## config.mk

```make
export PLATFORM = sky130hd
export DESIGN_NAME = sat_addsub_unit
export DESIGN_NICKNAME = d
export VERILOG_FILES = /design/src/rtl/satu_pkg.sv /design/src/rtl/satu_ctrl.sv /design/src/rtl/satu_datapath.sv /design/src/rtl/sat_addsub_unit.sv
export SDC_FILE = /design/constraint.sdc
export NUM_CORES = 1
export LEC_CHECK = 0
export BUFFER_PORTS_ARGS = -buffer_cell sky130_fd_sc_hd__buf_2
export CAP_MARGIN = 20
export CORE_MARGIN = 5
export CORE_UTILIZATION = 50
export CTS_CLUSTER_DIAMETER = 50
export DETAILED_ROUTE_END_ITERATION = 7
export PLACE_DENSITY = 0.78
export SYNTH_ARGS = -nofsm -noshare
export SYNTH_HDL_FRONTEND = slang
export SYNTH_SLANG_ARGS = --single-unit
export TNS_END_PERCENT = 1
```

## constraint.sdc

```tcl
create_clock -name clk -period 5.55 [get_ports clk]
set_input_delay 1.665 -clock clk [delete_from_list [all_inputs] [get_ports clk]]
set_output_delay 1.665 -clock clk [all_outputs]
set_load 0.03 [all_outputs]
```

## src/rtl/satu_pkg.sv

```systemverilog
package satu_pkg;
  typedef struct packed {
    logic load;
    logic doSub;
    logic doSat;
    logic clrFlag;
  } satuStrobes_t;
endpackage

```

## src/rtl/satu_ctrl.sv

```systemverilog
module satu_ctrl
  import satu_pkg::*;
(
  input  logic         clk,
  input  logic         rst,
  input  logic         inValid,
  input  logic         opSub,
  input  logic         satMode,
  input  logic         clrFlag,
  output satuStrobes_t strb,
  output logic         resultValid
);
  always_comb begin
    strb.load    = inValid;
    strb.doSub   = opSub;
    strb.doSat   = satMode;
    strb.clrFlag = clrFlag;
  end

  always_ff @(posedge clk) begin
    if (rst) resultValid <= 1'b0;
    else     resultValid <= inValid;
  end

  // result-valid follows the strobe by exactly one cycle
  p_valid_lat_r9: assert property (@(posedge clk) disable iff (rst)
    inValid |=> resultValid);
  p_valid_idle_r9: assert property (@(posedge clk) disable iff (rst)
    !inValid |=> !resultValid);
  // reset clears result-valid
  p_reset_valid_r10: assert property (@(posedge clk)
    rst |=> !resultValid);
endmodule

```

## src/rtl/satu_datapath.sv

```systemverilog
module satu_datapath
  import satu_pkg::*;
#(
  parameter int DATA_W = 32
) (
  input  logic              clk,
  input  logic              rst,
  input  satuStrobes_t      strb,
  input  logic [DATA_W-1:0] opA,
  input  logic [DATA_W-1:0] opB,
  output logic [DATA_W-1:0] result,
  output logic              stickyFlag
);
  localparam int MSB = DATA_W - 1;
  localparam logic [DATA_W-1:0] MAX_POS = {1'b0, {MSB{1'b1}}};
  localparam logic [DATA_W-1:0] MIN_NEG = {1'b1, {MSB{1'b0}}};

  logic [DATA_W-1:0] opBEff, rawRes, clampVal, nextRes;
  logic signA, signB, signR, ovf;

  always_comb begin
    opBEff   = strb.doSub ? ~opB : opB;
    rawRes   = opA + opBEff + {{MSB{1'b0}}, strb.doSub};
    signA    = opA[MSB];
    signB    = opB[MSB];
    signR    = rawRes[MSB];
    if (strb.doSub) ovf = (signA != signB) && (signR != signA);
    else            ovf = (signA == signB) && (signR != signA);
    clampVal = signA ? MIN_NEG : MAX_POS;
    nextRes  = (strb.doSat && ovf) ? clampVal : rawRes;
  end

  always_ff @(posedge clk) begin
    if (rst) begin
      result     <= '0;
      stickyFlag <= 1'b0;
    end else begin
      if (strb.load) result <= nextRes;
      if (strb.load && ovf)  stickyFlag <= 1'b1;
      else if (strb.clrFlag) stickyFlag <= 1'b0;
    end
  end

  // the flag only rises after an accepted operation
  p_flag_rise_r3: assert property (@(posedge clk) disable iff (rst)
    $rose(stickyFlag) |-> $past(strb.load));
  // without clear or operation the flag is unchanged
  p_flag_hold_r7: assert property (@(posedge clk) disable iff (rst)
    (!strb.load && !strb.clrFlag) |=> $stable(stickyFlag));
  // a clear with no operation lowers the flag
  p_clear_r8: assert property (@(posedge clk) disable iff (rst)
    (strb.clrFlag && !strb.load) |=> !stickyFlag);
  // an overflow always leaves the flag set
  p_ovf_wins_r8: assert property (@(posedge clk) disable iff (rst)
    (strb.load && ovf) |=> stickyFlag);
  // a saturated result is one of the two extremes
  p_sat_bound_r5: assert property (@(posedge clk) disable iff (rst)
    (strb.load && strb.doSat && ovf) |=> (result == MAX_POS || result == MIN_NEG));
  // result holds while idle
  p_result_hold_r9: assert property (@(posedge clk) disable iff (rst)
    !strb.load |=> $stable(result));
endmodule

```

## src/rtl/sat_addsub_unit.sv

```systemverilog
module sat_addsub_unit
  import satu_pkg::*;
#(
  parameter int DATA_W = 32
) (
  input  logic              clk,
  input  logic              rst,
  input  logic              inValid,
  input  logic              opSub,
  input  logic              satMode,
  input  logic              clrFlag,
  input  logic [DATA_W-1:0] opA,
  input  logic [DATA_W-1:0] opB,
  output logic [DATA_W-1:0] result,
  output logic              resultValid,
  output logic              stickyFlag
);
  satuStrobes_t strb;

  satu_ctrl ctrl_i (
    .clk(clk), .rst(rst), .inValid(inValid), .opSub(opSub),
    .satMode(satMode), .clrFlag(clrFlag), .strb(strb),
    .resultValid(resultValid)
  );

  satu_datapath #(.DATA_W(DATA_W)) dp_i (
    .clk(clk), .rst(rst), .strb(strb), .opA(opA), .opB(opB),
    .result(result), .stickyFlag(stickyFlag)
  );
endmodule

```

# Word level (Yosys, flattened, before mapping)
# Cells that the tools add are included.
# classes
n_mux,6
bitwise,1
reduce_logical,5
n_eq_ne,3
n_addsub,2
# op_table
cell,count
$mux 32,3
$add 32x1->32,1
$add 32x32->32,1
$not 32->32,1
$logic_and 1x1->1,4
$mux 1,3
$ne 1x1->1,2
$reduce_bool 2->1,1
$eq 1x1->1,1
# word_totals
reg_bits,34
out_inout_bits,34
inputBits,70
word_cells,20

# Logic depth before layout (Yosys ltp)
# logic_depth
depth_word,9
depth_mapped,16
ltp_nobuf,10

# Hierarchy
# Synthesis repeated with hierarchy kept, for this count alone.
# unflattened
cells_unflattened,427
hier_area_um2,3290.7
# by_module_without_submodules
module,area_per_inst_um2,seq_area_each_um2,instances,cells_per_inst
satu_datapath,3226.8,660.6,1,421
satu_ctrl,63.8,20.0,1,6

# Least setup slack after synthesis
# OpenSTA, ideal clock, no wires.
# synth_path
kind,input-to-reg
start,input port opSub
end,register dp_i.result[28]
setup_slack_ns,0.718
path_stages,13
arrival_ns,4.705
path_buffers,3
path_cell_list,buf_2 clkbuf_1 xor2_1 ha_1 nand3_1 a2111o_1 o211ai_2 a211oi_2 o31a_1 buf_4 mux2_4 and3_1 or3_1
# synth_via
elab_chain_cells,8
word_cells_on_any_way,9
classes_between,2 x add/sub; 1 x eq/ne; 3 x mux; 3 x reduce/logical
# synth_rtl
item,line,text
"start, declared",sat_addsub_unit.sv:9,"input logic opSub,"
$mux 32,satu_datapath.sv:22,opBEff = strb.doSub ? ~opB : opB;
$add 32x32->32,satu_datapath.sv:23,"rawRes = opA + opBEff + {{MSB{1'b0}}, strb.doSub};"
$add 32x1->32,satu_datapath.sv:23,
$ne 1x1->1,"satu_datapath.sv:27, satu_datapath.sv:28",
$logic_and 1x1->1 (on tied branches),"satu_datapath.sv:28, satu_datapath.sv:27",
$mux 1,satu_datapath.sv:27,if (strb.doSub) ovf = (signA != signB) && (signR != signA);
$logic_and 1x1->1,satu_datapath.sv:30,nextRes = (strb.doSat && ovf) ? clampVal : rawRes;
$mux 32 *,satu_datapath.sv:30,
"end signal, assigned",satu_datapath.sv:38,if (strb.load) result <= nextRes;
"end, declared",satu_datapath.sv:11,"output logic [DATA_W-1:0] result,"
# Every way passes the cells marked *; elsewhere a longest branch is shown, timed or not.
# A chain may end at the register's enable or synchronous reset.

# Worst setup path after layout
# layout_path
start,input port opSub
end,register dp_i.result[8]
# The elaborated chain is that of the path after synthesis.

==> summary.md <==
| Metric | Value |
|---|---|
| Synthesized cell area | `3310 sq um` |
| Most frequent cells after synthesis | `a21oi_1 (52), nor2_1 (49), xor2_1 (41)` |
| Hold wc startpoint | `dp_i.result[5]` |
| Min Tclk post-route | `4.82 ns` |
| Crit share post-route | `86.9%` |
| Half-perimeter wire length after placement | `7.00 mm` |
| DR vias | `3409` |
| RSZ-0062 raised after global routing | `no` |
| Worst Clk Skew | `0 ns` |
| Post_cts resized | `0` |
| Max VDD drop | `202 uV` |
| Critical Path RT | `5.76 ns` |
| Layout cells sized above 1 | `24.1%` |
| Via count of the first global-routing pass | `3251` |
| MaxCap Viol Count | `0` |
| Dominant cells by area after synthesis | `dfxtp_1 (21%), ha_1 (12%), xor2_1 (11%), a21oi_1 (7.9%), nor2_1 (5.6%)` |
| Synth Area per Inst | `7.69 sq um` |
| Max Clk Rate | `0.207 GHz` |
| Yosys warning count | `0` |
| Via density | `5.68` |
| Largest net degree at the start of global routing | `38` |
| Ant. Diodes | `0` |
| Final Hold Vio Count | `0` |
| Tot GR Track Use | `21.0%` |
| Row cnt | `29` |
| CP max FO | `20` |
| Max incr delay on CP | `0.43 ns` |
| Fin. max-slew vios | `0` |
| Final WL | `8.88 mm` |
| M1 GR Usage | `27.9%` |
| Outcome | `finished clean` |
| Delay-heaviest family, CP | `buffers and inverters` |
| DR WL/cell | `14.8 um` |
| Post-synth top area share | `20.6%` |
| Die area | `8340 sq um` |
| First-pass GRT wire length | `14.9 mm` |
| Flop2flop setup slack | `4.31 ns` |
| Crit-path cells | `buf_2, buf_4, xor2_1, ha_1, and2_1, nand4_1, or3_1, o31a_1, buf_4, o21ai_2, buf_4, a21oi_1, nor3_1` |
| Worst-case hold path end point | `dp_i.result[5]` |
| Total gr overflow | `0` |
| Starting Density | `51.8%` |
| Worst setup path class | `in -> reg` |
| Fin nets | `625` |
| Most used routing layer | `met2` |
| Drt first pass iters | `4` |
| Gate Count Post-Synth | `430` |
| Leakage | `1.86 nW` |
| Crit path max-delay cell type | `buf_2` |
| Post-synth ARST share | `0%` |
| CP most frequent cell | `buf_4` |
| Main synth FF type | `dfxtp_1` |
| Hold-fix buffers, CTS | `0` |
| Post-synth net total | `532` |
| CTS tree | `done` |
| Top-count cell post-synth | `a21oi_1` |
| Cell taking the most area after synthesis | `dfxtp_1` |
| CTS Buf Count | `5` |
| Worst Setup End Kind | `register` |
| Synthesized flop and latch total | `34` |
| Clock Path Buffers | `2` |
| # IOs | `104` |
| # setup viols final | `0` |
| Slew @ Worst Pin | `0.681 ns` |
| R2R Path End | `dp_i.result[28]` |
| Data arrival, critical path | `5.03 ns` |
| Initial DRC Count | `165` |
| Number of port buffers | `103` |
| Post CTS Setup Buffer Count | `0` |
| Slew margin rel. | `54.6%` |
| Met3 usage | `4.30%` |
| Die Height | `91.3 um` |
| Num Clock Sinks | `34` |
| Hold Slack | `0.472 ns` |
| CORE AREA | `6390 sq um` |
| RR Startpoint | `dp_i.result[28]` |
| Library cells used by synthesis | `57` |
| Fillers | `603` |
| Clock slew at reported path FFs | `0.06 ns` |
| Die X-Extent | `91.3 um` |
| Worst Hold Class | `reg -> reg` |
| Crit path buffers/inverters | `4` |
| Post-synthesis sequential area ratio | `20.6%` |
| DRC | `0` |
| Fin Setup TNS | `0 ns` |
| Syn-to-layout area delta | `18.9%` |
| Initial antenna violation count | `0` |
| Global routing met2 resource utilization | `34.6%` |
| Pwr/cell area | `258 nW/um^2` |
| H-tree depth | `2` |
| R2R depth | `4` |
| Worst Hold Depth | `2` |
| EDFF count, synth | `0` |
| CTS root buf | `clkbuf_8` |
| Worst-Skew Late Latency | `0.29 ns` |
| Final antenna-violating net count | `0` |
| Routability cong. | `0.882` |
| CP Launch Type | `input pin` |
-- sequential cells by signal, summed over array words and instances (netlist names) --
| signal | cells |
|---|---|
| dp_i.result | 32 |
| ctrl_i.resultValid | 1 |
| dp_i.stickyFlag | 1 |
-- through the flow --
stage / instances / utilization (%) / total power [mW] / setup slack, ns / area (sq um)
2_1_floorplan: 430 / - / 0.705 / 0.718 / 3310
3_3_place_gp: 593 / 60.4 / 0.835 / 0.499 / 3860
3_5_place_dp: 593 / 60.4 / 0.843 / 0.422 / 3860
4_1_cts: 600 / 61.6 / 1.02 / 0.720 / 3930
5_1_grt: 600 / 61.6 / 1.09 / 0.406 / 3930
6_report: 600 / 61.6 / 1.02 / 0.730 / 3930
-- logic make-up (layout without fill, tap and decap cells) --
family	after synthesis	count (layout)	share of synthesized area (%)
AND/OR/NAND/NOR	141	141	20.1
AO/OA/AOI/OAI	124	124	25.6
XOR/XNOR	57	57	15.1
buffers and inverters	39	132	5.11
flip-flops	34	34	20.6
adder cells (fa/ha/maj)	32	32	12.3
multiplexers	3	3	1.13
-- placed cells by master, fill, tap and decap left out, drive strengths merged, types with 2 or more instances in the layout --
| cell | n |
|---|---|
| clkbuf | 7 |
| a211oi | 6 |
| nand3 | 9 |
| xor2 | 41 |
| nand4 | 4 |
| buf | 109 |
| nor4 | 2 |
| o31ai | 4 |
| a2111oi | 5 |
| o211ai | 6 |
| nand2 | 23 |
| and2 | 5 |
| ha | 31 |
| o21ai | 13 |
| xnor2 | 16 |
| inv | 16 |
| o21bai | 8 |
| mux2 | 3 |
| a31oi | 3 |
| a311o | 2 |
| a311oi | 2 |
| a21o | 8 |
| o21a | 3 |
| and3 | 5 |
| nor2 | 50 |
| dfxtp | 34 |
| o31a | 2 |
| nor3 | 30 |
| a21oi | 52 |
| or3 | 4 |
| nand2b | 2 |
| nor2b | 2 |
-- layout make-up --
type | count | area (sq um) | area share, %
sequential | 34 | 681 | 17.3
timing repair buffer | 109 | 561 | 14.3
inverter | 16 | 60.1 | 1.53
multi-input combinational | 357 | 2460 | 62.5
tap | 77 | 96.3 | 2.45
clock buffer | 7 | 76.3 | 1.94
-- per-layer routing --
metal  vias up  share of wire (%)
li1       1742                  -
met4         0                1.6
met2       106                 47
met3        17                6.2
met5         -                  0
met1      1544                 45
-- where the power goes --
| group | switching (mW) | internal [mW] | total [mW] | leakage [nW] |
|---|---|---|---|---|
| clock network | 0.0858 | 0.0863 | 0.172 | 0.0383 |
| logic | 0.334 | 0.217 | 0.551 | 1.54 |
| registers | 0.0167 | 0.276 | 0.292 | 0.283 |
| total | 0.437 | 0.579 | 1.02 | 1.86 |
-- worst max path at each step --
stage | end | cells past startpoint | from | slack, ns
final | dp_i.result[8] | 13 | opSub | 0.73
after global routing | dp_i.result[26] | 12 | opSub | 0.41
after floorplan | dp_i.result[28] | 13 | opSub | 0.72
after CTS | dp_i.result[8] | 13 | opSub | 0.72
after detailed placement | dp_i.result[8] | 13 | opSub | 0.42
after global placement | dp_i.result[28] | 11 | opSub | 0.50
-- worst min-delay path, delay by kind of cell (launching register included) --
family / cells / cell delay [ns]
DFF: 1 / 0.31
and+or+nand+nor: 2 / 0.12
Note: power is estimated with default switching activity, not from simulation.
